==> config.mk <==
export PLATFORM = sky130hd
export DESIGN_NAME = wcb_bridge
export DESIGN_NICKNAME = d
export VERILOG_FILES = /design/src/rtl/wcb_pkg.sv /design/src/rtl/wcb_shadow_slot.sv /design/src/rtl/wcb_shadow_bank.sv /design/src/rtl/wcb_settle_timer.sv /design/src/rtl/wcb_bridge.sv
export SDC_FILE = /design/constraint.sdc
export NUM_CORES = 2
export LEC_CHECK = 0
export ABC_AREA = 1
export ABC_CLOCK_PERIOD_IN_PS = 104000
export BUFFER_PORTS_ARGS = -buffer_cell sky130_fd_sc_hd__buf_4
export CAP_MARGIN = 40
export CORE_MARGIN = 5
export CORE_UTILIZATION = 47
export CTS_CLUSTER_SIZE = 12
export DETAILED_ROUTE_END_ITERATION = 16
export PLACE_DENSITY = 0.64
export SETUP_SLACK_MARGIN = 0.15
export SLEW_MARGIN = 5
export SYNTH_ARGS = -nofsm -noshare
export SYNTH_HDL_FRONTEND = slang
export SYNTH_SLANG_ARGS = --single-unit
export TNS_END_PERCENT = 5
==> constraint.sdc <==
create_clock -name clk -period 104 [get_ports clk]
set_input_delay 10.4 -clock clk [delete_from_list [all_inputs] [get_ports clk]]
set_output_delay 10.4 -clock clk [all_outputs]
set_load 0.005 [all_outputs]
==> src/rtl/wcb_pkg.sv <==
package wcb_pkg;

    localparam int WORD_W = 32;

    // Halfword registers with special handling (byte offsets)
    localparam logic [7:0] OFS_BLK_SIZE  = 8'h04;
    localparam logic [7:0] OFS_BLK_COUNT = 8'h06;
    localparam logic [7:0] OFS_XFER_MODE = 8'h0C;
    localparam logic [7:0] OFS_COMMAND   = 8'h0E;

    localparam int SHADOW_SLOTS = 2;
    localparam int SLOT_BLK     = 0;
    localparam int SLOT_CMD     = 1;

    typedef logic [WORD_W-1:0] word_t;

    typedef enum logic [1:0] {
        ACC_BYTE = 2'd0,
        ACC_HALF = 2'd1,
        ACC_WORD = 2'd2,
        ACC_RSVD = 2'd3
    } acc_size_e;

    typedef enum logic [1:0] {
        ST_IDLE,
        ST_RD,
        ST_WR,
        ST_SETTLE
    } seq_state_e;

    typedef enum logic [1:0] {
        OP_READ,
        OP_RMW,
        OP_BLK,
        OP_XFER
    } op_e;

    typedef struct packed {
        logic [1:0] ofs;
        acc_size_e  size;
        word_t      data;
    } lane_req_t;

    function automatic logic [4:0] lane_shift(lane_req_t r);
        case (r.size)
            ACC_BYTE: return {r.ofs, 3'b000};
            ACC_HALF: return {r.ofs[1], 4'b0000};
            default:  return 5'd0;
        endcase
    endfunction

    function automatic word_t lane_mask(acc_size_e s);
        case (s)
            ACC_BYTE: return word_t'(32'h0000_00FF);
            ACC_HALF: return word_t'(32'h0000_FFFF);
            default:  return '1;
        endcase
    endfunction

    function automatic word_t lane_merge(word_t base, lane_req_t r);
        word_t      m;
        logic [4:0] sh;
        m  = lane_mask(r.size);
        sh = lane_shift(r);
        return (base & ~(m << sh)) | ((r.data & m) << sh);
    endfunction

    function automatic word_t lane_extract(word_t w, lane_req_t r);
        return (w >> lane_shift(r)) & lane_mask(r.size);
    endfunction

endpackage

==> src/rtl/wcb_shadow_slot.sv <==
module wcb_shadow_slot
    import wcb_pkg::*;
(
    input  logic  clk,
    input  logic  rst,
    input  logic  wr_en,
    input  word_t wr_data,
    input  logic  inval,
    output word_t word_q,
    output logic  valid_q
);
    always_ff @(posedge clk) begin
        if (rst) begin
            word_q  <= '0;
            valid_q <= 1'b0;
        end else if (wr_en) begin
            word_q  <= wr_data;
            valid_q <= 1'b1;
        end else if (inval) begin
            valid_q <= 1'b0;
        end
    end
endmodule

==> src/rtl/wcb_shadow_bank.sv <==
module wcb_shadow_bank
    import wcb_pkg::*;
(
    input  logic                                 clk,
    input  logic                                 rst,
    input  logic [SHADOW_SLOTS-1:0]              wr_en,
    input  logic [SHADOW_SLOTS-1:0][WORD_W-1:0]  wr_data,
    input  logic [SHADOW_SLOTS-1:0]              inval,
    output logic [SHADOW_SLOTS-1:0][WORD_W-1:0]  words,
    output logic [SHADOW_SLOTS-1:0]              valids
);
    for (genvar g = 0; g < SHADOW_SLOTS; g++) begin : g_slot
        wcb_shadow_slot i_slot (
            .clk     (clk),
            .rst     (rst),
            .wr_en   (wr_en[g]),
            .wr_data (wr_data[g]),
            .inval   (inval[g]),
            .word_q  (words[g]),
            .valid_q (valids[g])
        );
    end
endmodule

==> src/rtl/wcb_settle_timer.sv <==
module wcb_settle_timer #(
    parameter int CYC_PER_US    = 50,
    parameter int SLOW_LIMIT_HZ = 400000,
    parameter int SLOW_PERIODS  = 4,
    parameter int IDLE_WAIT_US  = 10,
    parameter int CNT_W         = 32
) (
    input  logic        clk,
    input  logic        rst,
    input  logic [31:0] card_hz,
    input  logic        start,
    output logic        wait_needed,
    output logic        last_tick
);
    localparam logic [31:0] PERIOD_NUM = 32'(SLOW_PERIODS * 1000000);

    logic [31:0]      wait_us;
    logic [31:0]      wait_cyc;
    logic [CNT_W-1:0] cnt_q;

    always_comb begin
        if (card_hz == 32'd0) begin
            wait_us = 32'(IDLE_WAIT_US);
        end else if (card_hz <= 32'(SLOW_LIMIT_HZ)) begin
            wait_us = (PERIOD_NUM + card_hz - 32'd1) / card_hz;
        end else begin
            wait_us = 32'd0;
        end
        wait_cyc = wait_us * 32'(CYC_PER_US);
    end

    assign wait_needed = (wait_cyc != 32'd0);
    assign last_tick   = (cnt_q == CNT_W'(1));

    always_ff @(posedge clk) begin
        if (rst) begin
            cnt_q <= '0;
        end else if (start) begin
            cnt_q <= CNT_W'(wait_cyc);
        end else if (cnt_q != '0) begin
            cnt_q <= cnt_q - CNT_W'(1);
        end
    end
endmodule

==> src/rtl/wcb_bridge.sv <==
module wcb_bridge
    import wcb_pkg::*;
#(
    parameter int AW            = 8,
    parameter int CYC_PER_US    = 50,
    parameter int SLOW_LIMIT_HZ = 400000,
    parameter int SLOW_PERIODS  = 4,
    parameter int IDLE_WAIT_US  = 10,
    parameter int CNT_W         = 32
) (
    input  logic          clk,
    input  logic          rst,
    input  logic          up_req,
    input  logic          up_we,
    input  logic [1:0]    up_size,
    input  logic [AW-1:0] up_addr,
    input  logic [31:0]   up_wdata,
    output logic          up_ready,
    output logic          up_rvalid,
    output logic [31:0]   up_rdata,
    input  logic [31:0]   card_hz,
    output logic          dn_req,
    output logic          dn_we,
    output logic [AW-1:0] dn_addr,
    output logic [31:0]   dn_wdata,
    input  logic          dn_ack,
    input  logic [31:0]   dn_rdata
);
    localparam logic [AW-1:0] A_BLK_SIZE  = AW'(OFS_BLK_SIZE);
    localparam logic [AW-1:0] A_BLK_COUNT = AW'(OFS_BLK_COUNT);
    localparam logic [AW-1:0] A_XFER      = AW'(OFS_XFER_MODE);
    localparam logic [AW-1:0] A_CMD       = AW'(OFS_COMMAND);
    localparam logic [AW-1:0] A_BLK_WORD  = {A_BLK_SIZE[AW-1:2], 2'b00};
    localparam logic [AW-1:0] A_CMD_WORD  = {A_CMD[AW-1:2], 2'b00};

    // Sequencer state
    seq_state_e    state_q, state_n;
    op_e           op_q, op_n;
    lane_req_t     lat_q, lat_n;
    logic [AW-1:0] addr_q, addr_n;
    word_t         wd_q, wd_n;
    logic          pend_q, pend_n;
    logic          rv_q, rv_n;
    word_t         rd_q, rd_n;

    // Shadow bank interface
    logic [SHADOW_SLOTS-1:0]             sh_we, sh_inval, sh_valid;
    logic [SHADOW_SLOTS-1:0][WORD_W-1:0] sh_wd, sh_word;

    // Settle timer interface
    logic t_start, t_need, t_last;

    // Request decode
    lane_req_t     req_lane;
    logic [AW-1:0] req_word_addr;
    logic          is_half, hit_blk, hit_xfer, hit_cmd, go_next;

    assign req_lane      = '{ofs: up_addr[1:0], size: acc_size_e'(up_size), data: up_wdata};
    assign req_word_addr = {up_addr[AW-1:2], 2'b00};
    assign is_half       = (up_size == ACC_HALF);
    assign hit_blk       = is_half && ((up_addr == A_BLK_SIZE) || (up_addr == A_BLK_COUNT));
    assign hit_xfer      = is_half && (up_addr == A_XFER);
    assign hit_cmd       = is_half && (up_addr == A_CMD);

    wcb_shadow_bank i_shadow (
        .clk     (clk),
        .rst     (rst),
        .wr_en   (sh_we),
        .wr_data (sh_wd),
        .inval   (sh_inval),
        .words   (sh_word),
        .valids  (sh_valid)
    );

    wcb_settle_timer #(
        .CYC_PER_US    (CYC_PER_US),
        .SLOW_LIMIT_HZ (SLOW_LIMIT_HZ),
        .SLOW_PERIODS  (SLOW_PERIODS),
        .IDLE_WAIT_US  (IDLE_WAIT_US),
        .CNT_W         (CNT_W)
    ) i_settle (
        .clk         (clk),
        .rst         (rst),
        .card_hz     (card_hz),
        .start       (t_start),
        .wait_needed (t_need),
        .last_tick   (t_last)
    );

    always_comb begin
        state_n  = state_q;
        op_n     = op_q;
        lat_n    = lat_q;
        addr_n   = addr_q;
        wd_n     = wd_q;
        pend_n   = pend_q;
        rv_n     = 1'b0;
        rd_n     = rd_q;
        sh_we    = '0;
        sh_inval = '0;
        sh_wd    = sh_word;
        t_start  = 1'b0;
        go_next  = 1'b0;

        case (state_q)
            ST_IDLE: begin
                if (up_req) begin
                    lat_n = req_lane;
                    if (!up_we) begin
                        if (hit_xfer && sh_valid[SLOT_CMD]) begin
                            rv_n = 1'b1;
                            rd_n = lane_extract(sh_word[SLOT_CMD], req_lane);
                        end else if (hit_blk && sh_valid[SLOT_BLK]) begin
                            rv_n = 1'b1;
                            rd_n = lane_extract(sh_word[SLOT_BLK], req_lane);
                        end else begin
                            op_n    = OP_READ;
                            addr_n  = req_word_addr;
                            state_n = ST_RD;
                        end
                    end else if (up_size[1]) begin
                        addr_n  = req_word_addr;
                        wd_n    = up_wdata;
                        state_n = ST_WR;
                    end else if (hit_cmd) begin
                        sh_inval[SLOT_CMD] = 1'b1;
                        state_n            = ST_WR;
                        if (sh_valid[SLOT_BLK]) begin
                            sh_inval[SLOT_BLK] = 1'b1;
                            pend_n             = 1'b1;
                            addr_n             = A_BLK_WORD;
                            wd_n               = sh_word[SLOT_BLK];
                        end else begin
                            addr_n = A_CMD_WORD;
                            wd_n   = lane_merge(sh_word[SLOT_CMD], req_lane);
                        end
                    end else if (hit_blk && sh_valid[SLOT_BLK]) begin
                        sh_we[SLOT_BLK] = 1'b1;
                        sh_wd[SLOT_BLK] = lane_merge(sh_word[SLOT_BLK], req_lane);
                    end else begin
                        addr_n  = req_word_addr;
                        state_n = ST_RD;
                        if (hit_blk)       op_n = OP_BLK;
                        else if (hit_xfer) op_n = OP_XFER;
                        else               op_n = OP_RMW;
                    end
                end
            end

            ST_RD: begin
                if (dn_ack) begin
                    case (op_q)
                        OP_READ: begin
                            rv_n    = 1'b1;
                            rd_n    = lane_extract(dn_rdata, lat_q);
                            state_n = ST_IDLE;
                        end
                        OP_BLK: begin
                            sh_we[SLOT_BLK] = 1'b1;
                            sh_wd[SLOT_BLK] = lane_merge(dn_rdata, lat_q);
                            state_n         = ST_IDLE;
                        end
                        OP_XFER: begin
                            sh_we[SLOT_CMD] = 1'b1;
                            sh_wd[SLOT_CMD] = lane_merge(dn_rdata, lat_q);
                            state_n         = ST_IDLE;
                        end
                        default: begin
                            wd_n    = lane_merge(dn_rdata, lat_q);
                            state_n = ST_WR;
                        end
                    endcase
                end
            end

            ST_WR: begin
                if (dn_ack) begin
                    t_start = 1'b1;
                    if (t_need) state_n = ST_SETTLE;
                    else        go_next = 1'b1;
                end
            end

            ST_SETTLE: begin
                if (t_last) go_next = 1'b1;
            end

            default: state_n = ST_IDLE;
        endcase

        // After a write (and its settle), either issue the pending command
        // word or return to idle.
        if (go_next) begin
            if (pend_q) begin
                pend_n  = 1'b0;
                addr_n  = A_CMD_WORD;
                wd_n    = lane_merge(sh_word[SLOT_CMD], lat_q);
                state_n = ST_WR;
            end else begin
                state_n = ST_IDLE;
            end
        end
    end

    always_ff @(posedge clk) begin
        if (rst) begin
            state_q <= ST_IDLE;
            op_q    <= OP_READ;
            lat_q   <= '0;
            addr_q  <= '0;
            wd_q    <= '0;
            pend_q  <= 1'b0;
            rv_q    <= 1'b0;
            rd_q    <= '0;
        end else begin
            state_q <= state_n;
            op_q    <= op_n;
            lat_q   <= lat_n;
            addr_q  <= addr_n;
            wd_q    <= wd_n;
            pend_q  <= pend_n;
            rv_q    <= rv_n;
            rd_q    <= rd_n;
        end
    end

    assign up_ready  = (state_q == ST_IDLE);
    assign up_rvalid = rv_q;
    assign up_rdata  = rd_q;
    assign dn_req    = (state_q == ST_RD) || (state_q == ST_WR);
    assign dn_we     = (state_q == ST_WR);
    assign dn_addr   = addr_q;
    assign dn_wdata  = wd_q;

endmodule

# Word level (Yosys, flattened, before mapping)
# Cells that the tools add are included.
[word_totals] register_bits=212 out_inout_bits=76 wordCells=295
[classes] n_addsub=3 mul=1 div_mod_pow=1 order_cmp=1 n_eq_ne=32 shift=15 n_mux=172 n_bitwise=27 reduce_logical=27
[ops] cell="32-bit 2-to-1 mux" count=60
[ops] cell="32-bit AND" count=15
[ops] cell="32-bit by 5-bit left shift with 32-bit output" count=12
[ops] cell="32-bit one-hot mux with 2 select lines" count=5
[ops] cell="32-bit NOT" count=6
[ops] cell="32-bit OR" count=6
[ops] cell="5-bit 2-to-1 mux" count=34
[ops] cell="32-bit by 5-bit right shift with 32-bit output" count=3
[ops] cell="8-bit 2-to-1 mux" count=9
[ops] cell="32-bit nonzero test" count=2
[ops] cell="32-bit by 1-bit subtractor with 32-bit output, second input constant" count=2
[ops] cell="2-bit 2-to-1 mux" count=26
[ops] cell="22-bit by 32-bit adder with 32-bit output, first input constant" count=1
[ops] cell="32-bit by 32-bit divider with 32-bit output" count=1
[ops] cell="32-bit by 1-bit == test with 1-bit output, second input constant" count=1
[ops] cell="32-bit by 19-bit <= comparator with 1-bit output, second input constant" count=1
[ops] cell="32-bit logical NOT" count=1
[ops] cell="32-bit by 5-bit multiplier with 31-bit output, second input constant" count=1
[ops] cell="1-bit 2-to-1 mux" count=31
[ops] cell="2-bit != test, second input constant" count=11
[ops] cell="5-bit one-hot mux with 2 select lines" count=2
[ops] cell="8-bit by 3-bit == test with 1-bit output, second input constant" count=2
[ops] cell="8-bit by 4-bit == test with 1-bit output, second input constant" count=2
[ops] cell="6-bit AND reduction" count=2
[ops] cell="21 further kinds" count=43

# Longest topological paths before layout
[depth] depth_word=20 ltp_mapped=616 ltp_nobuf=610

# Cells and area by module
# A second synthesis with hierarchy kept.
[hier_totals] cells_unflattened=7948 area_unflattened_um2=46414.5
[by_module_without_submodules] mod="wcb_settle_timer" instances=1 cells_each=5617 area_per_inst_um2=32986.6
[by_module_without_submodules] mod="wcb_bridge" instances=1 cells_each=2045 area_per_inst_um2=11123.2
[by_module_without_submodules] mod="wcb_shadow_slot" instances=2 cells_each=143 area_per_inst_um2=1152.4

# Worst setup path before layout
# OpenSTA, ideal clock, no wires.
[synth_path] path_type="input -> register" startpoint="input port card_hz[1]" endpoint="register wd_q[18], in the netlist dn_wdata[18]" arrival_time_ps=81552 slack_ps=22362 stages=581 path_buffers=17 cell_sequence="inv_1 nand3_1 inv_1 nand2_1 nand2_1 nand2_1 nand2_1 nand3_1 nand2_1 inv_1 ha_1 nand2_1 nor2_1 nand4_1 a21boi_0 ha_1 o21ai_0 inv_1 (+545 left out) o21ai_0 a21oi_1 o21bai_1 a21o_1 a21oi_1 o21ai_0 nand3_1 nand2_1 xor2_1 nand3b_1 nor3_1 nand4_1 nand2_1 inv_1 nor2_1 clkbuf_1 nor3_1 a211oi_1"
[synth_between] elab_chain_len=11 elab_cells_between_ends=13 cone_classes="2 x add/sub; 1 x mul; 1 x div; 1 x order compare; 6 x mux; 2 x reduce/logical"
[synth_rtl] item="from (decl)" line_no="wcb_bridge.sv:21" source="input logic [31:0] card_hz,"
[synth_rtl] item="22-bit by 32-bit adder with 32-bit output" line_no="wcb_settle_timer.sv:25" source="wait_us = (PERIOD_NUM + card_hz - 32'd1) / card_hz;"
[synth_rtl] item="32-bit by 1-bit subtractor with 32-bit output" line_no="wcb_settle_timer.sv:25"
[synth_rtl] item="32-bit by 32-bit divider with 32-bit output" line_no="wcb_settle_timer.sv:25"
[synth_rtl] item="32-bit 2-to-1 mux" line_no="wcb_settle_timer.sv:24" source="end else if (card_hz <= 32'(SLOW_LIMIT_HZ)) begin"
[synth_rtl] item="32-bit 2-to-1 mux *" line_no="wcb_settle_timer.sv:22" source="if (card_hz == 32'd0) begin"
[synth_rtl] item="32-bit by 5-bit multiplier with 31-bit output *" line_no="wcb_settle_timer.sv:29" source="wait_cyc = wait_us * 32'(CYC_PER_US);"
[synth_rtl] item="32-bit nonzero test *" line_no="wcb_settle_timer.sv:32" source="assign wait_needed = (wait_cyc != 32'd0);"
[synth_rtl] item="1-bit 2-to-1 mux *" line_no="wcb_bridge.sv:179" source="if (t_need) state_n = ST_SETTLE;"
[synth_rtl] item="1-bit 2-to-1 mux *" line_no="wcb_bridge.sv:177" source="if (dn_ack) begin"
[synth_rtl] item="1-bit one-hot mux with 2 select lines *" line_no="wcb_bridge.sv:105" source="case (state_q)"
[synth_rtl] item="32-bit 2-to-1 mux *" line_no="wcb_bridge.sv:193" source="if (go_next) begin"
[synth_rtl] item="to (signal assigned)" line_no="wcb_bridge.sv:220" source="wd_q <= wd_n;"
[synth_rtl] item="to (decl)" line_no="wcb_bridge.sv:41" source="word_t wd_q, wd_n;"
# Mark *: on every way between the ends. The rest lies on a longest branch, timed or not.
# A chain may end at the register's enable or synchronous reset.

# Worst setup path in the final report
[layout_path] startpoint="input port card_hz[0]" endpoint="register addr_q[6], in the netlist dn_addr[6]"
[layout_between] elab_chain_len=11 elab_cells_between_ends=13 cone_classes="2 x add/sub; 1 x mul; 1 x div; 1 x order compare; 6 x mux; 2 x reduce/logical"
[layout_rtl] item="22-bit by 32-bit adder with 32-bit output" line_no="wcb_settle_timer.sv:25"
[layout_rtl] item="32-bit by 1-bit subtractor with 32-bit output" line_no="wcb_settle_timer.sv:25"
[layout_rtl] item="32-bit by 32-bit divider with 32-bit output" line_no="wcb_settle_timer.sv:25"
[layout_rtl] item="32-bit 2-to-1 mux" line_no="wcb_settle_timer.sv:24"
[layout_rtl] item="32-bit 2-to-1 mux *" line_no="wcb_settle_timer.sv:22"
[layout_rtl] item="32-bit by 5-bit multiplier with 31-bit output *" line_no="wcb_settle_timer.sv:29"
[layout_rtl] item="32-bit nonzero test *" line_no="wcb_settle_timer.sv:32"
[layout_rtl] item="1-bit 2-to-1 mux *" line_no="wcb_bridge.sv:179"
[layout_rtl] item="1-bit 2-to-1 mux *" line_no="wcb_bridge.sv:177"
[layout_rtl] item="1-bit one-hot mux with 2 select lines *" line_no="wcb_bridge.sv:105"
[layout_rtl] item="8-bit 2-to-1 mux *" line_no="wcb_bridge.sv:193"
[layout_rtl] item="to (signal assigned)" line_no="wcb_bridge.sv:219" source="addr_q <= addr_n;"
[layout_rtl] item="to (decl)" line_no="wcb_bridge.sv:40" source="logic [AW-1:0] addr_q, addr_n;"
# Marked as above.

==> results.py <==
metrics = {
    "drt": {
        "detail-route-antenna-nets": 0,
        "firstDrtPassIters": 7,
        "number_of_vias_per_cell_after_detailed_routing": 5.71,
        "wire_per_inst_um": 19.6,
        "via_count": 50100,
        "finalWirelength_um": 172000,
        "initialDrtViolationCount": 4842,
        "remaining_drc_errors": 0,
    },
    "place": {
        "rd_place_congestion": 1.00,
        "place_worst_setup_slack_ns": 5.38,
        "detailedPlacementHpwl_um": 134000,
        "numPortBuffers": 186,
    },
    "clock_network": {
        "post_cts_hold_buffer_count": 0,
        "number_of_buffers_on_the_longest_clock_path": 3,
        "clock_sinks": 212,
        "clkLatencyLatePin_ns": 0.55,
        "cts_max_level": 1,
        "root_buffer": "clkbuf_16",
        "cts_tree": "built",
        "tritoncts.num_buffers": 26,
        "clkTransAtPathRegs_ns": 0.06,
    },
    "timing": {
        "rsz_0062_raised_after_global_routing": "no",
        "worstMarginPinSlew_ns": 0.969,
        "timing_max_transition_violations_final": 0,
        "final_min_period_over_clock_period_pct": 90.9,
        "fin_skew_ns": 0.0212,
        "whs_ns": 0.456,
        "max_slew_margin_pct": 35.1,
        "final_critical_path_setup_slack_ns": 9.50,
        "timing.final.crit_period_ns": 94.50,
        "hold_violations": 0,
        "timing.final.setup_violations": 0,
        "finalSetupTns_ns": 0,
        "max_clock_freq_mhz": 10.6,
    },
    "power": {
        "pd_cells_nw_per_um2": 12.7,
        "irDropWorstVdd_v": 0.0000120,
        "total_leakage_power_nw": 25.7,
        "sum_of_internal_switching_and_leakage_power_uw": 618,
    },
    "yosys": {
        "post_synth.cell_area_avg_um2": 6.11,
        "synth_sequential_area_ratio_pct": 9.39,
        "yosys.area_share.adder_pct": 18.2,
        "synth_cells": 7392,
        "yosysUniqueCellTypes": 80,
        "commonest_register_cell_after_synthesis": "dfxtp_1",
        "muxShareOfSynthArea_pct": 0.532,
        "yosys.area_share.simple_pct": 27.3,
        "synth_xor_area_share_pct": 8.55,
        "synth_async_sr_flop_share_pct": 0,
        "synth.net_count": 8147,
        "synth_area_um2": 45200,
        "yosys_warnings": 0,
        "synth_top_family_by_area": "simple AND/OR/NAND/NOR gates",
        "synth_compound_gate_area_share_pct": 23.3,
        "synth_edf_count": 0,
        "synth.ff_latch_count": 212,
    },
    "die": {
        "width_of_the_die_um": 320,
        "rows": 113,
        "die_area_um2": 102000,
        "dieHeight_um": 320,
        "fp.coreArea_um2": 95200,
        "initial_utilization_pct": 47.5,
        "num_io_pins": 187,
    },
    "worst_setup_path": {
        "timing.setup.critical_path_class": "in2reg",
        "critical_path_arrival_ns": 94.92,
        "cp-end-kind": "register",
        "timing.critical_path.from_type": "input port",
        "critical_path_peak_fanout": 37,
        "critPathSlowestCell": "nand2_1",
        "worst_path_largest_cell_delay_ns": 0.61,
        "critical_path_required_ns": 104.43,
        "timing.critical_path.mode_cell": "nand2_1",
    },
    "global_routing": {
        "grt_max_degree": 68,
        "grt_first_pass_wirelength_um": 263000,
        "number_of_antenna_violations_at_the_first_check_in_global_routing": 6,
        "grt.overflow.total": 0,
        "grt.total_usage_pct": 31.7,
        "first_global_vias": 46900,
    },
    "finish": {
        "most-common-layout-cells": "nand2_1, inv_1, ha_1, a21oi_1, o21ai_0",
        "nNetsFinal": 8243,
        "drive_above_1_share_pct": 7.85,
        "syn_to_final_growth_pct": 7.89,
        "layout.cells.most_common": "nand2_1",
        "final_util_pct": 51.2,
    },
    "flow_run": {
        "drv_cap": 0,
    },
    "worst_hold_path": {
        "holdCritPathClass": "reg2reg",
    },
    "outcome": {
        "outcome": "finished clean",
    },
}
==> synth_stat cells, types with 21 or more instances <==
| library cell | n | area (um^2) |
|---|---|---|
| a211oi_1 | 66 | 495 |
| o22ai_1 | 51 | 319 |
| mux2i_1 | 24 | 240 |
| inv_1 | 1176 | 4410 |
| and2_1 | 25 | 156 |
| nand3_1 | 296 | 1480 |
| o211ai_1 | 67 | 503 |
| nand3_2 | 24 | 240 |
| o21bai_1 | 58 | 435 |
| nor2_1 | 442 | 1660 |
| a21oi_1 | 594 | 2970 |
| xor2_1 | 284 | 2490 |
| clkbuf_1 | 133 | 499 |
| nand2_2 | 24 | 150 |
| o31ai_1 | 21 | 158 |
| o21ai_2 | 27 | 236 |
| ha_1 | 619 | 7740 |
| dfxtp_1 | 212 | 4240 |
| inv_2 | 26 | 97.6 |
| nand4_1 | 62 | 388 |
| o21ai_1 | 57 | 285 |
| o221ai_1 | 45 | 394 |
| a31oi_1 | 70 | 438 |
| nor3_1 | 78 | 390 |
| xnor2_1 | 157 | 1380 |
| a21o_1 | 27 | 203 |
| nor4_1 | 45 | 282 |
| or2_2 | 60 | 375 |
| o21ai_0 | 516 | 2580 |
| clkbuf_8 | 22 | 303 |
| a21oi_2 | 33 | 289 |
| fa_1 | 25 | 500 |
| nand2_1 | 1776 | 6670 |
==> state kept, by name (all words and copies together) (netlist names) <==
signal                          cells
state_q                             2
up_rdata                           32
i_shadow.g_slot.i_slot.word_q      64
pend_q                              1
up_rvalid                           1
i_shadow.g_slot.i_slot.valid_q      2
lat_q                              36
op_q                                2
dn_addr                             8
dn_wdata                           32
i_settle.cnt_q                     32
==> report_power, final <==
| group | switching [mW] | internal [mW] | leakage (nW) |
|---|---|---|---|
| logic | 0.259 | 0.151 | 23.5 |
| clock network | 0.0364 | 0.0501 | 0.393 |
| registers | 0.0177 | 0.103 | 1.73 |
| total | 0.313 | 0.304 | 25.7 |
==> metal layers <==
layer / vias up / track usage, % / part of all wire [%]
li1: 24800 / - / -
met1: 22700 / 42.0 / 43
met2: 2118 / 51.8 / 43
met3: 499 / 4.21 / 8.3
met4: 0 / 14.1 / 5.8
met5: - / 0 / 0
==> area by class of cell <==
cell class | count | area (um^2)
antenna | 7 | 17.5
clock buffer | 36 | 759
clock inverter | 5 | 25.0
fill | 9946 | 46400
inverter | 1213 | 4590
multi-input combinational | 5762 | 35300
sequential | 212 | 4240
tap | 1265 | 1580
timing repair buffer | 271 | 2230
timing repair inverter | 2 | 10.0
==> cells by family (layout without fill, tap and decap cells) <==
group,count (synthesis),count (layout)
other,0,7
adders and majority gates,644,644
and+or+nand+nor,2889,2889
DFF,212,212
buffers and inverters,1418,1527
xor gates and xnor gates,441,441
muxes,24,24
AOI/OAI and AO/OA,1764,1764
==> critical path, delay by kind of cell <==
family | cells | cell delay [ns]
compound gates | 198 | 33.89
xor+xnor | 4 | 0.53
fa+ha+maj | 36 | 11.28
buf+inv | 75 | 8.97
mux | 1 | 0.22
simple gates | 268 | 29.37
==> what timing repair did <==
action                                  CTS  global route
endpoints found under the hold margin     0             0
resized for setup                         0            41
buffers inserted                          0            10
endpoints found under the setup margin    0            70
==> per-stage QoR <==
stage,std cells,cell area (um^2)
CTS,8754,48500
detailed placement,8713,47700
floorplan,7392,45200
global placement,8699,47400
finish,8773,48700
global route,8769,48700
==> final timing paths <==
check	startpoint	endpoint	slack, ns	cells past startpoint
worst min-delay path	lat_q[13]$_SDFFE_PP0P_	lat_q[13]$_SDFFE_PP0P_	0.46	2
worst max register to register	lat_q[33]$_SDFFE_PP0P_	dn_wdata[22]$_SDFF_PP0_	100.45	13
worst max-delay path	card_hz[0]	dn_addr[6]$_SDFF_PP0_	9.50	582
worst min register to register	lat_q[13]$_SDFFE_PP0P_	lat_q[13]$_SDFFE_PP0P_	0.46	2
Note: power is estimated with default switching activity, not from simulation.
